===== config.mk =====
export PLATFORM = sky130hd
export DESIGN_NAME = gp_regfile
export DESIGN_NICKNAME = d
export VERILOG_FILES = /design/src/rtl/gpr_pkg.sv /design/src/rtl/gpr_index_decode.sv /design/src/rtl/gpr_write_lane.sv /design/src/rtl/gpr_read_port.sv /design/src/rtl/gp_regfile.sv
export SDC_FILE = /design/constraint.sdc
export NUM_CORES = 1
export LEC_CHECK = 0
export BUFFER_PORTS_ARGS = -buffer_cell sky130_fd_sc_hd__clkbuf_2
export CAP_MARGIN = 20
export CORE_ASPECT_RATIO = 0.8
export CORE_MARGIN = 1
export CORE_UTILIZATION = 40
export CTS_CLUSTER_DIAMETER = 100
export CTS_CLUSTER_SIZE = 14
export DETAILED_ROUTE_END_ITERATION = 16
export SETUP_SLACK_MARGIN = 0.2
export SLEW_MARGIN = 10
export SYNTH_ARGS = -nofsm -noshare
export SYNTH_HDL_FRONTEND = slang
export SYNTH_SLANG_ARGS = --single-unit

===== constraint.sdc =====
create_clock -name clk -period 2.3 [get_ports clk]
set_input_delay 0.115 -clock clk [delete_from_list [all_inputs] [get_ports clk]]
set_output_delay 0.115 -clock clk [all_outputs]
set_load 0.02 [all_outputs]

===== src/rtl/gpr_pkg.sv =====
`timescale 1ns/1ps
package gpr_pkg;

   // access size carried by each port of the file
   typedef enum logic {
      ACC_WORD = 1'b0,
      ACC_BYTE = 1'b1
   } acc_mode_e;

endpackage : gpr_pkg


===== src/rtl/gpr_index_decode.sv =====
`timescale 1ns/1ps
// Maps a port index plus access size onto a word register number and a
// half select. Byte indices fold onto the splittable registers only.
module gpr_index_decode
   import gpr_pkg::*;
#(
   parameter int NUM_REGS  = 8,
   parameter int NUM_SPLIT = 4,
   localparam int IDX_W    = $clog2(NUM_REGS)
) (
   input  logic [IDX_W-1:0] idx,
   input  acc_mode_e        mode,
   output logic [IDX_W-1:0] reg_num,
   output logic             hi_half
);

   always_comb begin
      if (mode == ACC_BYTE) begin
         // upper index bit picks the half, the rest picks the register
         reg_num = {1'b0, idx[IDX_W-2:0]};
         hi_half = idx[IDX_W-1];
      end else begin
         reg_num = idx;
         hi_half = 1'b0;
      end
   end

endmodule : gpr_index_decode


===== src/rtl/gpr_write_lane.sv =====
`timescale 1ns/1ps
// Storage for one register. A splittable register keeps two half-width
// flop groups with their own enables; a word-only register keeps one.
module gpr_write_lane #(
   parameter int DATA_W = 16,
   parameter bit SPLIT  = 1'b1,
   localparam int HALF_W = DATA_W / 2
) (
   input  logic              clk,
   input  logic              rst,
   input  logic              we_lo,
   input  logic              we_hi,
   input  logic [DATA_W-1:0] d,
   output logic [DATA_W-1:0] q
);

   generate
      if (SPLIT) begin : g_split
         logic [HALF_W-1:0] lo_q;
         logic [HALF_W-1:0] hi_q;

         always_ff @(posedge clk) begin
            if (rst) begin
               lo_q <= '0;
            end else if (we_lo) begin
               lo_q <= d[HALF_W-1:0];
            end
         end

         always_ff @(posedge clk) begin
            if (rst) begin
               hi_q <= '0;
            end else if (we_hi) begin
               hi_q <= d[DATA_W-1:HALF_W];
            end
         end

         assign q = {hi_q, lo_q};
      end else begin : g_word
         logic [DATA_W-1:0] w_q;
         logic              we;

         assign we = we_lo | we_hi;

         always_ff @(posedge clk) begin
            if (rst) begin
               w_q <= '0;
            end else if (we) begin
               w_q <= d;
            end
         end

         assign q = w_q;
      end
   endgenerate

endmodule : gpr_write_lane


===== src/rtl/gpr_read_port.sv =====
`timescale 1ns/1ps
// One combinational read port: register select, then half extract with
// zero extension for byte accesses.
module gpr_read_port
   import gpr_pkg::*;
#(
   parameter int DATA_W    = 16,
   parameter int NUM_REGS  = 8,
   parameter int NUM_SPLIT = 4,
   localparam int IDX_W    = $clog2(NUM_REGS),
   localparam int HALF_W   = DATA_W / 2
) (
   input  logic [NUM_REGS-1:0][DATA_W-1:0] regs,
   input  logic [IDX_W-1:0]                idx,
   input  acc_mode_e                       mode,
   output logic [DATA_W-1:0]               data
);

   logic [IDX_W-1:0]  reg_num;
   logic              hi_half;
   logic [DATA_W-1:0] word;
   logic [HALF_W-1:0] half;

   gpr_index_decode #(
      .NUM_REGS  (NUM_REGS),
      .NUM_SPLIT (NUM_SPLIT)
   ) u_dec (
      .idx     (idx),
      .mode    (mode),
      .reg_num (reg_num),
      .hi_half (hi_half)
   );

   assign word = regs[reg_num];
   assign half = hi_half ? word[DATA_W-1:HALF_W] : word[HALF_W-1:0];

   always_comb begin
      if (mode == ACC_BYTE) begin
         data = {{HALF_W{1'b0}}, half};
      end else begin
         data = word;
      end
   end

endmodule : gpr_read_port


===== src/rtl/gp_regfile.sv =====
`timescale 1ns/1ps
// Byte-splittable general register file: one write port, NUM_RD read ports.
module gp_regfile
   import gpr_pkg::*;
#(
   parameter int DATA_W    = 16,
   parameter int NUM_REGS  = 8,
   parameter int NUM_SPLIT = 4,
   parameter int NUM_RD    = 2,
   localparam int IDX_W    = $clog2(NUM_REGS),
   localparam int HALF_W   = DATA_W / 2
) (
   input  logic                           clk,
   input  logic                           rst,
   input  logic                           wr_en,
   input  logic                           wr_byte,
   input  logic [IDX_W-1:0]               wr_idx,
   input  logic [DATA_W-1:0]              wr_data,
   input  logic [NUM_RD-1:0]              rd_byte,
   input  logic [NUM_RD-1:0][IDX_W-1:0]   rd_idx,
   output logic [NUM_RD-1:0][DATA_W-1:0]  rd_data
);

   // elaboration-time parameter checks
   initial begin
      assert (DATA_W >= 2 && DATA_W % 2 == 0)
         else $error("gp_regfile: DATA_W must be even");
      assert (NUM_REGS == (1 << IDX_W))
         else $error("gp_regfile: NUM_REGS must be a power of two");
      assert (2 * NUM_SPLIT == NUM_REGS)
         else $error("gp_regfile: byte index space must equal NUM_REGS");
      assert (NUM_RD >= 1)
         else $error("gp_regfile: need at least one read port");
   end

   acc_mode_e                       wr_mode;
   logic [IDX_W-1:0]                wr_reg;
   logic                            wr_hi;
   logic [DATA_W-1:0]               lane_d;
   logic [NUM_REGS-1:0][DATA_W-1:0] regs_q;

   assign wr_mode = acc_mode_e'(wr_byte);

   gpr_index_decode #(
      .NUM_REGS  (NUM_REGS),
      .NUM_SPLIT (NUM_SPLIT)
   ) u_wdec (
      .idx     (wr_idx),
      .mode    (wr_mode),
      .reg_num (wr_reg),
      .hi_half (wr_hi)
   );

   // byte writes replicate the low byte so either half can take it
   assign lane_d = (wr_mode == ACC_BYTE) ?
                   {wr_data[HALF_W-1:0], wr_data[HALF_W-1:0]} : wr_data;

   generate
      for (genvar r = 0; r < NUM_REGS; r++) begin : g_reg
         logic hit;
         logic we_lo;
         logic we_hi;

         assign hit   = wr_en && (wr_reg == IDX_W'(r));
         assign we_lo = hit && ((wr_mode == ACC_WORD) || !wr_hi);
         assign we_hi = hit && ((wr_mode == ACC_WORD) ||  wr_hi);

         gpr_write_lane #(
            .DATA_W (DATA_W),
            .SPLIT  (r < NUM_SPLIT)
         ) u_lane (
            .clk   (clk),
            .rst   (rst),
            .we_lo (we_lo),
            .we_hi (we_hi),
            .d     (lane_d),
            .q     (regs_q[r])
         );
      end

      for (genvar p = 0; p < NUM_RD; p++) begin : g_rd
         gpr_read_port #(
            .DATA_W    (DATA_W),
            .NUM_REGS  (NUM_REGS),
            .NUM_SPLIT (NUM_SPLIT)
         ) u_rd (
            .regs (regs_q),
            .idx  (rd_idx[p]),
            .mode (acc_mode_e'(rd_byte[p])),
            .data (rd_data[p])
         );
      end
   endgenerate

endmodule : gp_regfile


After elaboration in Yosys (flattened, before gate mapping)
Cells that the tools add are included.

Register bits: 128. Output and inout port bits: 32. Bits of input ports: 31. Word-level logic and storage cells: 69.

Equality and inequality tests: 7. Order comparisons: 2. Bitwise gates (word level): 5. Multiplexer cells: 15. Reduce and logical (&&, ||, !) cells: 28.

Operators with widths (number): 16-bit binary-select mux with 3-bit select (2); 16-bit two-way mux (5); 1-bit logical AND (24); 8-bit two-way mux (2); 3-bit equality test, second input constant (4); 3-bit two-way mux (3); 3-bit by 4-bit < comparator with 1-bit output, second input constant (2); 3-bit by 2-bit equality test with 1-bit output, second input constant (2); 1-bit OR (4); 3-bit by 1-bit equality test with 1-bit output, second input constant (1); 3-bit zero test (1); 1-bit two-way mux (3); 1-bit logical OR (2); 1-bit zero test (1); 1-bit inverter (1).

Logic depth before layout (Yosys ltp)
Word-level depth: 5. Gate-level depth with buffers: 6. Mapped depth without buffers: 3.

Cells and area by module
Synthesis repeated with hierarchy kept, for this count alone.

Cell total of the unflattened synthesis: 695. Area, all modules: 7479.7 um2.

By module, submodules not included: gpr_write_lane at g_reg[4].u_lane ... (sequential area each 320.3 um2, area each 654.4 um2, times used 4, cells an instance 72); gpr_write_lane at g_reg[0].u_lane ... (sequential area each 320.3 um2, area each 579.3 um2, times used 4, cells an instance 52); gpr_read_port (sequential area each 0.0 um2, area each 1084.8 um2, times used 2, cells an instance 76); gp_regfile (sequential area each 0.0 um2, area each 281.5 um2, times used 1, cells an instance 35); gpr_index_decode (sequential area each 0.0 um2, area each 31.3 um2, times used 3, cells an instance 4).

Worst setup path after synthesis
OpenSTA, ideal clock, no wires.

Path kind: input to output. Start point: input port rd_idx[3] (netlist name). End point: output port rd_data[24] (netlist name). Required time: 2.185 ns. Stages: 4. Path buffers: 2. Setup slack: 0.859 ns. Data arrival time: 1.326 ns. Cells stage by stage: buf_2 buf_4 mux4_2 nor2_1.

RTL lines: start, declared (RTL line gp_regfile.sv:20) `input logic [NUM_RD-1:0][IDX_W-1:0] rd_idx,`; end, declared (RTL line gp_regfile.sv:21) `output logic [NUM_RD-1:0][DATA_W-1:0] rd_data`.

==> impl_metrics.csv <==
group,metric,value,unit
finish,layout_commonest_cell,"dfxtp_1",
timing,report.final.hold_viol_count,0,
power,internal_power_contribution,4.17,mW
detailed_routing,postRouteAntennaNets,0,
clocking,clk_latency,0.43,ns
timing,report.final.slew_viol_count,0,
timing,finalWorstPathRequiredPeriod,2.03,ns
global_routing,grt_usage,0.282,
detailed_routing,routed-via-count,6958,
clocking,tritoncts,"done",
worst_setup_path,worstSetupPathDepth,4,
worst_setup_path,cp_slowest_cell,"mux2i_1",
worst_setup_path,required,2.18,ns
clocking,clk_pin_slew,0.06,ns
placement,post-dp-hpwl,18.9,mm
finish,syn_to_layout_area_delta,12.5,%
worst_setup_path,crit_family,"multiplexers",
run_status,run_status,"finished, final reports clean",
detailed_routing,route.detailed.wl_per_inst,24.2,um
clocking,htree_levels,4,
worst_setup_path,worst-path-max-fanout,3,
synthesis,yosys_warnings,0,
placement,placement.cell_area,8080,sq um
hold_path,timing.hold.worst.class,"in2reg",
global_routing,grt_max_degree,54,
power,power_density,680,nW/um^2
finish,nets,870,
timing,skew,0,ns
clocking,root_buffer,"clkbuf_16",
synthesis,synth_top_cell_area_share,0.333,
power,clkPwrFrac,0.454,
synthesis,postSynthCellCount,825,
floorplanning,initial_utilization,0.416,
hold_path,min_path_cells,3,
power,power_switching_share,0.290,
worst_setup_path,rr_worst_depth,2,
power,post-layout-total-power,5.88,mW
finish,multi_input_area,4560,sq um
clocking,cts-buffers-inserted,17,
timing,rsz0062_at_grt,"no",
worst_setup_path,crit_type,"reg2out",
finish,post_route_cells_drive_above_1_share,0.214,
worst_setup_path,timing.critical_path.from_type,"flip-flop",
clocking,clock_sinks,128,
power,seq_power_share,0.395,
finish,n_antenna_cell,0,
synthesis,synth_nets,856,
detailed_routing,detail_route.vias_per_cell,6.30,
power,ir_drop,0.447,mV
global_routing,grt_antenna_before_repair,0,
power,comb_power_share,0.151,
clocking,holdBufCountCts,0,
clocking,post_cts.repair.setup_buffers,0,
detailed_routing,remaining_drc_errors,0,
synthesis,synth-seq-area-share,0.333,
run,max_cap_viol_count,0,
placement,gpl.final_weighted_congestion,0.955,
floorplanning,fp.dieH,126,um
timing,max_freq,0.493,GHz
worst_setup_path,critical_path_buf_inv_count,1,
floorplanning,floorplan.die.width,157,um
global_routing,grt_first_pass_wirelength,41.0,mm
floorplanning,core.rowCount,44,
global_routing,globalRoute.totalOverflow,0,
finish,fillerInstances,1836,
detailed_routing,detailedRoute.firstIterationViolations,936,
power,p_leak,3.14,nW
timing,tns,0,ns
placement,number_of_input_and_output_port_buffers_inserted,62,
global_routing,first_global_vias,6670,
synthesis,ys_ff_latch,128,
detailed_routing,postRouteWirelength,26.7,mm
timing,tightest_slew,0.929,ns
worst_setup_path,timing.critical_path.to_type,"output port",
clocking,cts_resized,0,
detailed_routing,drt_first_pass_iters,6,
worst_setup_path,critPathArrivalTime,1.91,ns
synthesis,netlist_area,7690,sq um
finish,final_cell_mix,"128 x dfxtp_1, 120 x mux2i_1, 80 x a21oi_1, 59 x clkbuf_2, 39 x nor2_1",
synthesis,synth.area.top_cells,"dfxtp_1 33%, mux2i_1 16%, mux4_2 6.4%",
floorplanning,die_area,19800,sq um
floorplanning,design.portCount,63,
synthesis,yosys.cell_types.count,39,
synthesis,avgSynthCellArea,9.32,sq um
power,switching_power,1.71,mW
timing,maxSlewHeadroom,0.378,
timing,finalSetupViolCount,0,
synthesis,yosysTopAreaCell,"dfxtp_1",
worst_setup_path,critical_path_cell_list,"mux2i_1, a22oi_1, a31o_2, clkbuf_2",
clocking,clock_path_buffers,2,
finish,regArea,2560,sq um
floorplanning,floorplan.core_area,18500,sq um
finish,layout.cell_area.non_filler,8650,sq um
worst_setup_path,max_stage_delay,0.51,ns
timing,final_min_period_over_clock_period,0.882,
==> synthesized netlist by cell type <==
cell type and instances:
dfxtp_1 128, mux2i_1 120, a21oi_1 80, clkbuf_1 49, nor2_1 40, nand2_1 33
nand3_1 33, a211oi_1 32, a22oi_1 32, a31oi_1 32, nor3_1 32, nor4_1 32
o21ai_0 32, buf_2 23, nor2b_1 23, mux4_2 22, a31o_2 16, buf_4 11
mux4_1 10, mux2_2 8, buf_1 6, buf_12 6, and2_1 3, nand2b_1 3
buf_6 2, buf_8 2, nor4bb_1 2, or2_2 2, and3_1 1, and3b_1 1
and4b_1 1, clkbuf_2 1, inv_1 1, nand3b_2 1, nand4b_1 1, nor4b_2 1
or4b_1 1, xnor2_2 1, xor2_1 1
==> final timing paths <==
check / startpoint / end / slack [ns]
setup reg to reg: g_reg[4].u_lane.q[10] / g_reg[4].u_lane.q[10] / 1.54
setup / recovery: g_reg[2].u_lane.g_split.hi_q[0] / rd_data[16] / 0.27
hold reg to reg: g_reg[0].u_lane.g_split.lo_q[3] / g_reg[0].u_lane.g_split.lo_q[3] / 0.47
hold / removal: wr_data[4] / g_reg[0].u_lane.g_split.lo_q[4] / 0.06
==> worst reg2reg max path: cells and delay by family (launching register included) <==
family / cells / cell delay [ns]
DFF: 1 / 0.35
AOI/OAI and AO/OA: 2 / 0.32
==> metrics by stage <==
stage	utilization	hold WS, ns	setup slack, ns	instances
global placement	0.437	0.455	0.377	1073
floorplan	-	0.435	0.859	825
global route	0.467	0.0954	0.258	1105
finish	0.467	0.0644	0.272	1105
CTS	0.467	0.0437	0.330	1105
detailed placement	0.437	0.463	0.342	1073
==> registers in the layout, indices dropped and copies added (netlist names) <==
name                   flops
g.u_lane.g_split.hi_q     32
g.u_lane.g_split.lo_q     32
g.u_lane.q                64
==> area by class of cell <==
class                   instances  share of cell area
clock buffers                  18              0.0496
clock inverters                14              0.0165
inverters                       1            0.000434
multi-input cells             596               0.528
flip-flops and latches        128               0.296
well taps                     253              0.0366
repair buffers                 95              0.0726
==> per-layer routing <==
| metal | vias to the layer above | routed length [um] | global-route usage |
|---|---|---|---|
| met3 | 54 | 2750 | 0.0726 |
| li1 | 3163 | - | - |
| met4 | 0 | 784 | 0.104 |
| met2 | 358 | 11200 | 0.390 |
| met5 | - | 0 | 0 |
| met1 | 3383 | 12000 | 0.416 |
==> power by group through the flow <==
stage | sequential (mW) | clock (mW) | combinational (mW)
after floorplan | 2.35 | 0 | 0.629
after global placement | 2.37 | 0 | 0.864
after detailed placement | 2.37 | 0 | 0.867
after CTS | 2.32 | 2.68 | 0.870
after global routing | 2.33 | 2.78 | 0.936
final | 2.32 | 2.67 | 0.890
==> logic make-up (layout without fill, tap and decap cells) <==
logic type | Yosys count | after routing | share of synthesized area
AO/OA/AOI/OAI | 224 | 224 | 0.180
XOR/XNOR | 2 | 2 | 0.00326
buffers and inverters | 101 | 128 | 0.0762
flip-flops | 128 | 128 | 0.333
multiplexers | 160 | 160 | 0.267
AND/OR/NAND/NOR | 210 | 210 | 0.141
No activity file was read; power rests on OpenSTA's default activity.
